==> config.mk <==
export PLATFORM = sky130hd
export DESIGN_NAME = cp_persist_detect
export DESIGN_NICKNAME = d
export VERILOG_FILES = /design/src/rtl/cp_persist_pkg.sv /design/src/rtl/cp_field_accum.sv /design/src/rtl/cp_persist_filter.sv /design/src/rtl/cp_persist_detect.sv
export SDC_FILE = /design/constraint.sdc
export NUM_CORES = 1
export LEC_CHECK = 0
export BUFFER_PORTS_ARGS = -buffer_cell sky130_fd_sc_hd__buf_2
export CAP_MARGIN = 20
export CORE_MARGIN = 1
export CORE_UTILIZATION = 58
export CTS_CLUSTER_SIZE = 12
export DETAILED_ROUTE_END_ITERATION = 7
export PLACE_DENSITY = 0.81
export SETUP_SLACK_MARGIN = 0.05
export SLEW_MARGIN = 20
export SYNTH_ARGS = -nofsm -noshare
export SYNTH_HDL_FRONTEND = slang
export SYNTH_SLANG_ARGS = --single-unit
==> constraint.sdc <==
create_clock -name clk -period 5.29 [get_ports clk]
set_input_delay 1.058 -clock clk [delete_from_list [all_inputs] [get_ports clk]]
set_output_delay 1.058 -clock clk [all_outputs]
set_load 0.05 [all_outputs]
==> src/rtl/cp_persist_pkg.sv <==
package cp_persist_pkg;
  typedef struct packed {
    logic       stripe_en;
    logic       psp_en;
    logic [2:0] psp_thr;
    logic [2:0] persist;
  } cp_ctrl_t;

  localparam int unsigned NUM_COMP   = 2;
  localparam int unsigned COMP_STRIPE = 0;
  localparam int unsigned COMP_PSP    = 1;

  function automatic cp_ctrl_t cp_decode(input logic [7:0] raw);
    cp_ctrl_t c;
    c.stripe_en = raw[7];
    c.psp_en    = raw[6];
    c.psp_thr   = raw[5:3];
    c.persist   = raw[2:0];
    return c;
  endfunction
endpackage

==> src/rtl/cp_field_accum.sv <==
module cp_field_accum #(
  parameter int unsigned CNT_W = 4,
  parameter int unsigned THR_W = 3
) (
  input  logic             clk,
  input  logic             rst_n,
  input  logic             stb,
  input  logic             hit,
  input  logic [THR_W-1:0] thr,
  output logic             qual
);
  localparam logic [CNT_W-1:0] CNT_MAX = {CNT_W{1'b1}};

  logic [CNT_W-1:0] cnt;
  logic [CNT_W-1:0] total;

  // Count for the closing field, including a hit in the strobe cycle.
  always_comb begin
    if (hit && cnt != CNT_MAX) total = cnt + 1'b1;
    else                       total = cnt;
    qual = ({{(32-CNT_W){1'b0}}, total} >= {{(32-THR_W){1'b0}}, thr});
  end

  always_ff @(posedge clk or negedge rst_n) begin
    if (!rst_n)                      cnt <= '0;
    else if (stb)                    cnt <= '0;
    else if (hit && cnt != CNT_MAX)  cnt <= cnt + 1'b1;
  end
endmodule

==> src/rtl/cp_persist_filter.sv <==
module cp_persist_filter #(
  parameter int unsigned RUN_W = 4
) (
  input  logic             clk,
  input  logic             rst_n,
  input  logic             stb,
  input  logic             en,
  input  logic             qual,
  input  logic [RUN_W-1:0] need,
  output logic             status
);
  logic [RUN_W-1:0] run;
  logic [RUN_W:0]   run_next;

  assign run_next = {1'b0, run} + 1'b1;

  always_ff @(posedge clk or negedge rst_n) begin
    if (!rst_n) begin
      run    <= '0;
      status <= 1'b0;
    end else if (!en) begin
      run <= '0;
    end else if (stb) begin
      if (qual == status) begin
        run <= '0;
      end else if (run_next >= {1'b0, need}) begin
        status <= qual;
        run    <= '0;
      end else begin
        run <= run_next[RUN_W-1:0];
      end
    end
  end
endmodule

==> src/rtl/cp_persist_detect.sv <==
module cp_persist_detect
  import cp_persist_pkg::*;
#(
  parameter int unsigned CNT_W     = 4,
  parameter int unsigned THR_W     = 3,
  parameter int unsigned PERSIST_W = 3
) (
  input  logic       clk,
  input  logic       rst_n,
  input  logic [7:0] ctrl,
  input  logic       field_stb,
  input  logic       stripe_hit,
  input  logic       psp_hit,
  output logic       stripe_status,
  output logic       psp_status,
  output logic       stripe_bypass
);
  localparam int unsigned RUN_W   = PERSIST_W + 1;
  localparam int unsigned NEED_OFS = 2;

  cp_ctrl_t          cfg;
  logic [RUN_W-1:0]  need;
  logic [NUM_COMP-1:0] hit_v, en_v, qual_v, stat_v;
  logic [THR_W-1:0]  thr_v [NUM_COMP];

  assign cfg  = cp_decode(ctrl);
  assign need = RUN_W'({1'b0, cfg.persist}) + RUN_W'(NEED_OFS);

  assign hit_v[COMP_STRIPE] = stripe_hit;
  assign hit_v[COMP_PSP]    = psp_hit;
  assign en_v[COMP_STRIPE]  = cfg.stripe_en;
  assign en_v[COMP_PSP]     = cfg.psp_en;
  assign thr_v[COMP_STRIPE] = THR_W'(1);
  assign thr_v[COMP_PSP]    = THR_W'(cfg.psp_thr);

  for (genvar k = 0; k < NUM_COMP; k++) begin : g_comp
    cp_field_accum #(.CNT_W(CNT_W), .THR_W(THR_W)) u_acc (
      .clk  (clk),
      .rst_n(rst_n),
      .stb  (field_stb),
      .hit  (hit_v[k]),
      .thr  (thr_v[k]),
      .qual (qual_v[k])
    );
    cp_persist_filter #(.RUN_W(RUN_W)) u_flt (
      .clk   (clk),
      .rst_n (rst_n),
      .stb   (field_stb),
      .en    (en_v[k]),
      .qual  (qual_v[k]),
      .need  (need),
      .status(stat_v[k])
    );
  end

  assign stripe_status = stat_v[COMP_STRIPE];
  assign psp_status    = stat_v[COMP_PSP];
  assign stripe_bypass = cfg.stripe_en & stat_v[COMP_STRIPE];
endmodule

After elaboration in Yosys (flattened, before gate mapping)
Cells that the tools add are included.
{ "totals": {"reg_bits": 18, "out_inout_bits": 3, "wordCells": 40} }
{ "op_classes": {"addsub": 5, "n_lt_le_gt_ge": 4, "n_eq_ne": 6, "mux": 12, "bitwise": 3, "n_reduce_logical": 4} }
{ "ops": {"columns": ["cell", "n"], "rows": [
  ["$mux 4", 12],
  ["$add 4x1->5 const B", 2],
  ["$ge 5x4->1", 2],
  ["$add 4x1->4 const B", 2],
  ["$ne 4x4->1 const B", 2],
  ["$reduce_and 4->1", 2],
  ["$add 3x2->4 const B", 1],
  ["$ge 4x1->1 const B", 1],
  ["$ge 4x3->1", 1],
  ["$ne 2x1->1 const B", 2],
  ["$eq 1x1->1", 2],
  ["$logic_and 1x1->1", 2],
  ["$not 1->1", 2],
  ["$and 1x1->1", 1]
]} }

Logic depth before layout (Yosys ltp)
{ "logic_depth": {"ltp_word": 8, "depth_mapped": 9, "mapped_depth_nobuf": 9} }

Hierarchy
From an unflattened synthesis, not the netlist that was laid out.
{ "unflattened": {"cells_unflattened": 139, "hier_area_um2": 1411.4} }
{ "modules_own_cells": {"columns": ["module", "n_inst", "cells_each", "area_each_um2"], "rows": [
  ["cp_persist_filter", 2, 33, 385.4],
  ["cp_field_accum", 2, 34, 305.3],
  ["cp_persist_detect", 1, 5, 30.0]
]} }

Least setup slack after synthesis
Ideal clock, no wire load.
{ "synth_timing": {"path_kind": "input-to-reg", "start": "input ctrl[1]", "end": "register g_comp[1].u_flt.status", "setup_time_ns": 0.125, "t_arrival_ns": 2.404, "t_required_ns": 5.165, "setup_slack_ns": 2.762, "stages": 7, "path_buffers": 0, "path_cell_list": "ha_1 -> inv_1 -> ha_1 -> o21ai_0 -> o21ai_0 -> nand3_1 -> mux2_2"} }
{ "synth_via": {"elab_chain_len": 3} }
{ "synth_lines": {"columns": ["element", "line", "text"], "rows": [
  ["start: declaration", "cp_persist_detect.sv:10", "input logic [7:0] ctrl,"],
  ["$add 3x2->4", "cp_persist_detect.sv:27", "assign need = RUN_W'({1'b0, cfg.persist}) + RUN_W'(NEED_OFS);"],
  ["$ge 5x4->1", "cp_persist_filter.sv:26", "end else if (run_next >= {1'b0, need}) begin"],
  ["$reduce_and 4->1 (no line)", null, null],
  ["end signal: assignment", "cp_persist_filter.sv:27", "status <= qual;"],
  ["end: declaration", "cp_persist_filter.sv:10", "output logic status"]
]} }
No other way between the ends.
A chain may end at the register's enable or synchronous reset.

Worst setup path in the final report
{ "layout_timing": {"start": "input ctrl[7]", "end": "output stripe_bypass"} }
{ "layout_via": {"elab_chain_len": 1} }
{ "layout_lines": {"columns": ["element", "line", "text"], "rows": [
  ["$and 1x1->1", "cp_persist_detect.sv:58", "assign stripe_bypass = cfg.stripe_en & stat_v[COMP_STRIPE];"],
  ["end: declaration", "cp_persist_detect.sv:16", "output logic stripe_bypass"]
]} }
No other way between the ends.

==> flow_summary.json <==
{
  "status": "finished, final reports clean",
  "gp_congestion": 0.8813,
  "drtIter0Drc": 19,
  "placed_cell_area_um2": 1371,
  "ys.flop_type": "dfrtp_1",
  "cts_sinks": 18,
  "die_w_um": 48.93,
  "avgSynthCellArea_um2": 9.605,
  "arrival_ns": 1.53,
  "tns_ns": 0,
  "leakagePower_nw": 0.7031,
  "cts_tree": "built",
  "hold_violations": 0,
  "synth_fp_nets": 162,
  "synthMuxAreaShare_pct": 2.547,
  "ir_worst_vdd_v": 0.0001973,
  "cts_root_buf": "clkbuf_4",
  "grt_max_degree": 19,
  "fin_cells": 177,
  "dp_cells": 173,
  "core_um2": 2022,
  "synth_area_um2": 1277,
  "synth-warning-count": 0,
  "cap_viol_max_count": 0,
  "n_antenna_cell": 0,
  "final_area_um2": 1408,
  "synth_top_area_cell": "dfrtp_1",
  "finalCriticalPeriod_ns": 2.583,
  "numPortBuffers": 15,
  "start_kind": "primary input",
  "synth_cells": 133,
  "synth_edf_count": 0,
  "p_per_area_nw_per_um2": 281.1,
  "fillers": 162,
  "cts_hold_buf": 0,
  "post_cts_buffers": 0,
  "vias": 1001,
  "whs_ns": 0.5433,
  "synth.most_common_cell": "dfrtp_1",
  "wirelength_mm": 2.302,
  "die_area_um2": 2394,
  "cts_buffer_depth": 2,
  "grt_pass1_wl_mm": 4.160,
  "final-setup-viol-count": 0,
  "fin_skew_ns": 0.002849,
  "yosys-top-cells-count": "dfrtp_1 (18), ha_1 (16), nand2_1 (12), inv_1 (11), nor2b_1 (7)",
  "grt_antenna_before_repair": 0,
  "fin_ws_ns": 2.707,
  "cts_resized": 0,
  "pre_cts_ws_ns": 2.412,
  "max-slew-margin-rel_pct": 63.55,
  "syn_to_final_growth_pct": 10.19,
  "p_total_mw": 0.3957,
  "initial_core_util_pct": 63.18,
  "synth_xor_area_share_pct": 4.799,
  "report.final.slew_viol_count": 0,
  "worstHoldPathType": "reg2reg",
  "fmax_ghz": 0.3871,
  "synth_cell_types": 38,
  "timing.final.crit_share_pct": 48.83,
  "layout.nets": 180,
  "crit_type": "in2out",
  "drc": 0,
  "critPathMaxFanout": 3,
  "ant_nets": 0,
  "synthAdderAreaFrac_pct": 15.67,
  "wire_per_inst_um": 13.01,
  "cts_buffers": 3,
  "vias_per_cell": 5.655,
  "required_ns": 4.23,
  "synth.top_cells.by_area": "dfrtp_1 (35%), ha_1 (16%), nand2_1 (3.5%)",
  "yosysTopAreaCellShare_pct": 35.26,
  "drive_gt1_share_pct": 18.67,
  "drtPass1Iterations": 4,
  "grt.overflow.total": 0,
  "grt_use_total_pct": 22.62,
  "io-pin-count": 16,
  "final_util_pct": 69.62,
  "clk_latency_ns": 0.30,
  "ys_seq_area_share_pct": 35.26,
  "grt_pass1_vias": 1010,
  "worst_pin_slew_ns": 0.5411,
  "clk_pin_slew_worst_paths_ns": 0.11,
  "die_h_um": 48.93,
  "htree_levels": 1,
  "synth_compound_gate_area_share_pct": 17.92,
  "rsz0062_at_grt": "no",
  "end_kind": "primary output",
  "rows": 16,
  "synthSimpleGateAreaFrac_pct": 19.39,
  "async_flop_share_pct": 100.0,
  "synth_top_family_by_area": "simple AND/OR/NAND/NOR gates",
  "synth-seq-cells": 18,
  "place.detailed.hpwl_mm": 1.813
}
critical path, stage by stage:
cell,delay (ns)
buf_2,0.10
and2_1,0.12
buf_2,0.25
cell usage in the layout, fill, tap and decap left out, types with 2 or more instances in the layout:
cell | synthesis | routed
o211ai_1 | 3 | 3
a31oi_1 | 3 | 3
nor2b_1 | 7 | 7
nand2b_1 | 4 | 4
o41ai_1 | 4 | 4
nor2_1 | 3 | 3
ha_1 | 16 | 16
nor3_1 | 2 | 2
xnor2_1 | 3 | 3
inv_1 | 11 | 11
o21ai_0 | 6 | 6
dfrtp_1 | 18 | 18
clkbuf_4 | 0 | 3
a211oi_1 | 2 | 2
a32o_1 | 2 | 2
a211oi_2 | 2 | 2
mux2_2 | 2 | 2
buf_2 | 0 | 15
nand3_1 | 6 | 6
nand2_1 | 12 | 12
xor2_1 | 4 | 4
nand4_1 | 2 | 2
a21oi_1 | 4 | 4
registers in the layout (all words and copies together) (netlist names):
name,flops
g_comp.u_flt.status,2
g_comp.u_flt.run,8
g_comp.u_acc.cnt,8
power breakdown:
part	internal, mW	switching (mW)
Sequential	0.152	0.0157
Combinational	0.0498	0.0910
Clock	0.0420	0.0453
worst paths after layout:
check | from | depth (start not counted) | endpoint | slack [ns]
worst min-delay path | g_comp[1].u_flt.run[1]$_DFFE_PN0P_ | 2 | g_comp[1].u_flt.run[1]$_DFFE_PN0P_ | 0.54
worst max register to register | g_comp[1].u_acc.cnt[0]$_DFF_PN0_ | 9 | g_comp[1].u_flt.run[3]$_DFFE_PN0P_ | 2.93
max in group asynchronous | rst_n | 1 | g_comp[1].u_flt.run[3]$_DFFE_PN0P_ | 4.34
worst min register to register | g_comp[1].u_flt.run[1]$_DFFE_PN0P_ | 2 | g_comp[1].u_flt.run[1]$_DFFE_PN0P_ | 0.54
min in group asynchronous | rst_n | 1 | g_comp[1].u_acc.cnt[1]$_DFF_PN0_ | 0.67
worst max-delay path | ctrl[7] | 3 | stripe_bypass | 2.71
final cells by class:
class,count,area (um2),area share [%]
clock buffers,4,36.28,2.578
inverters,11,41.29,2.933
repair buffers,15,75.07,5.333
flip-flops and latches,18,450.4,32.00
well taps,27,33.78,2.400
multi-input cells,102,770.7,54.76
cell families after synthesis:
kind of cell             after synthesis
AND/OR/NAND/NOR                       45
adder cells (fa/ha/maj)               16
buffers and inverters                 13
flip-flops                            18
XOR/XNOR                               7
multiplexers                           3
AO/OA/AOI/OAI                         31
metal layers:
layer	GRT usage [%]	wire length, um
met1	27.90	1091
met3	1.869	49
met4	7.353	28
met5	0	0
met2	41.44	1133
No activity file was read; power rests on OpenSTA's default activity.
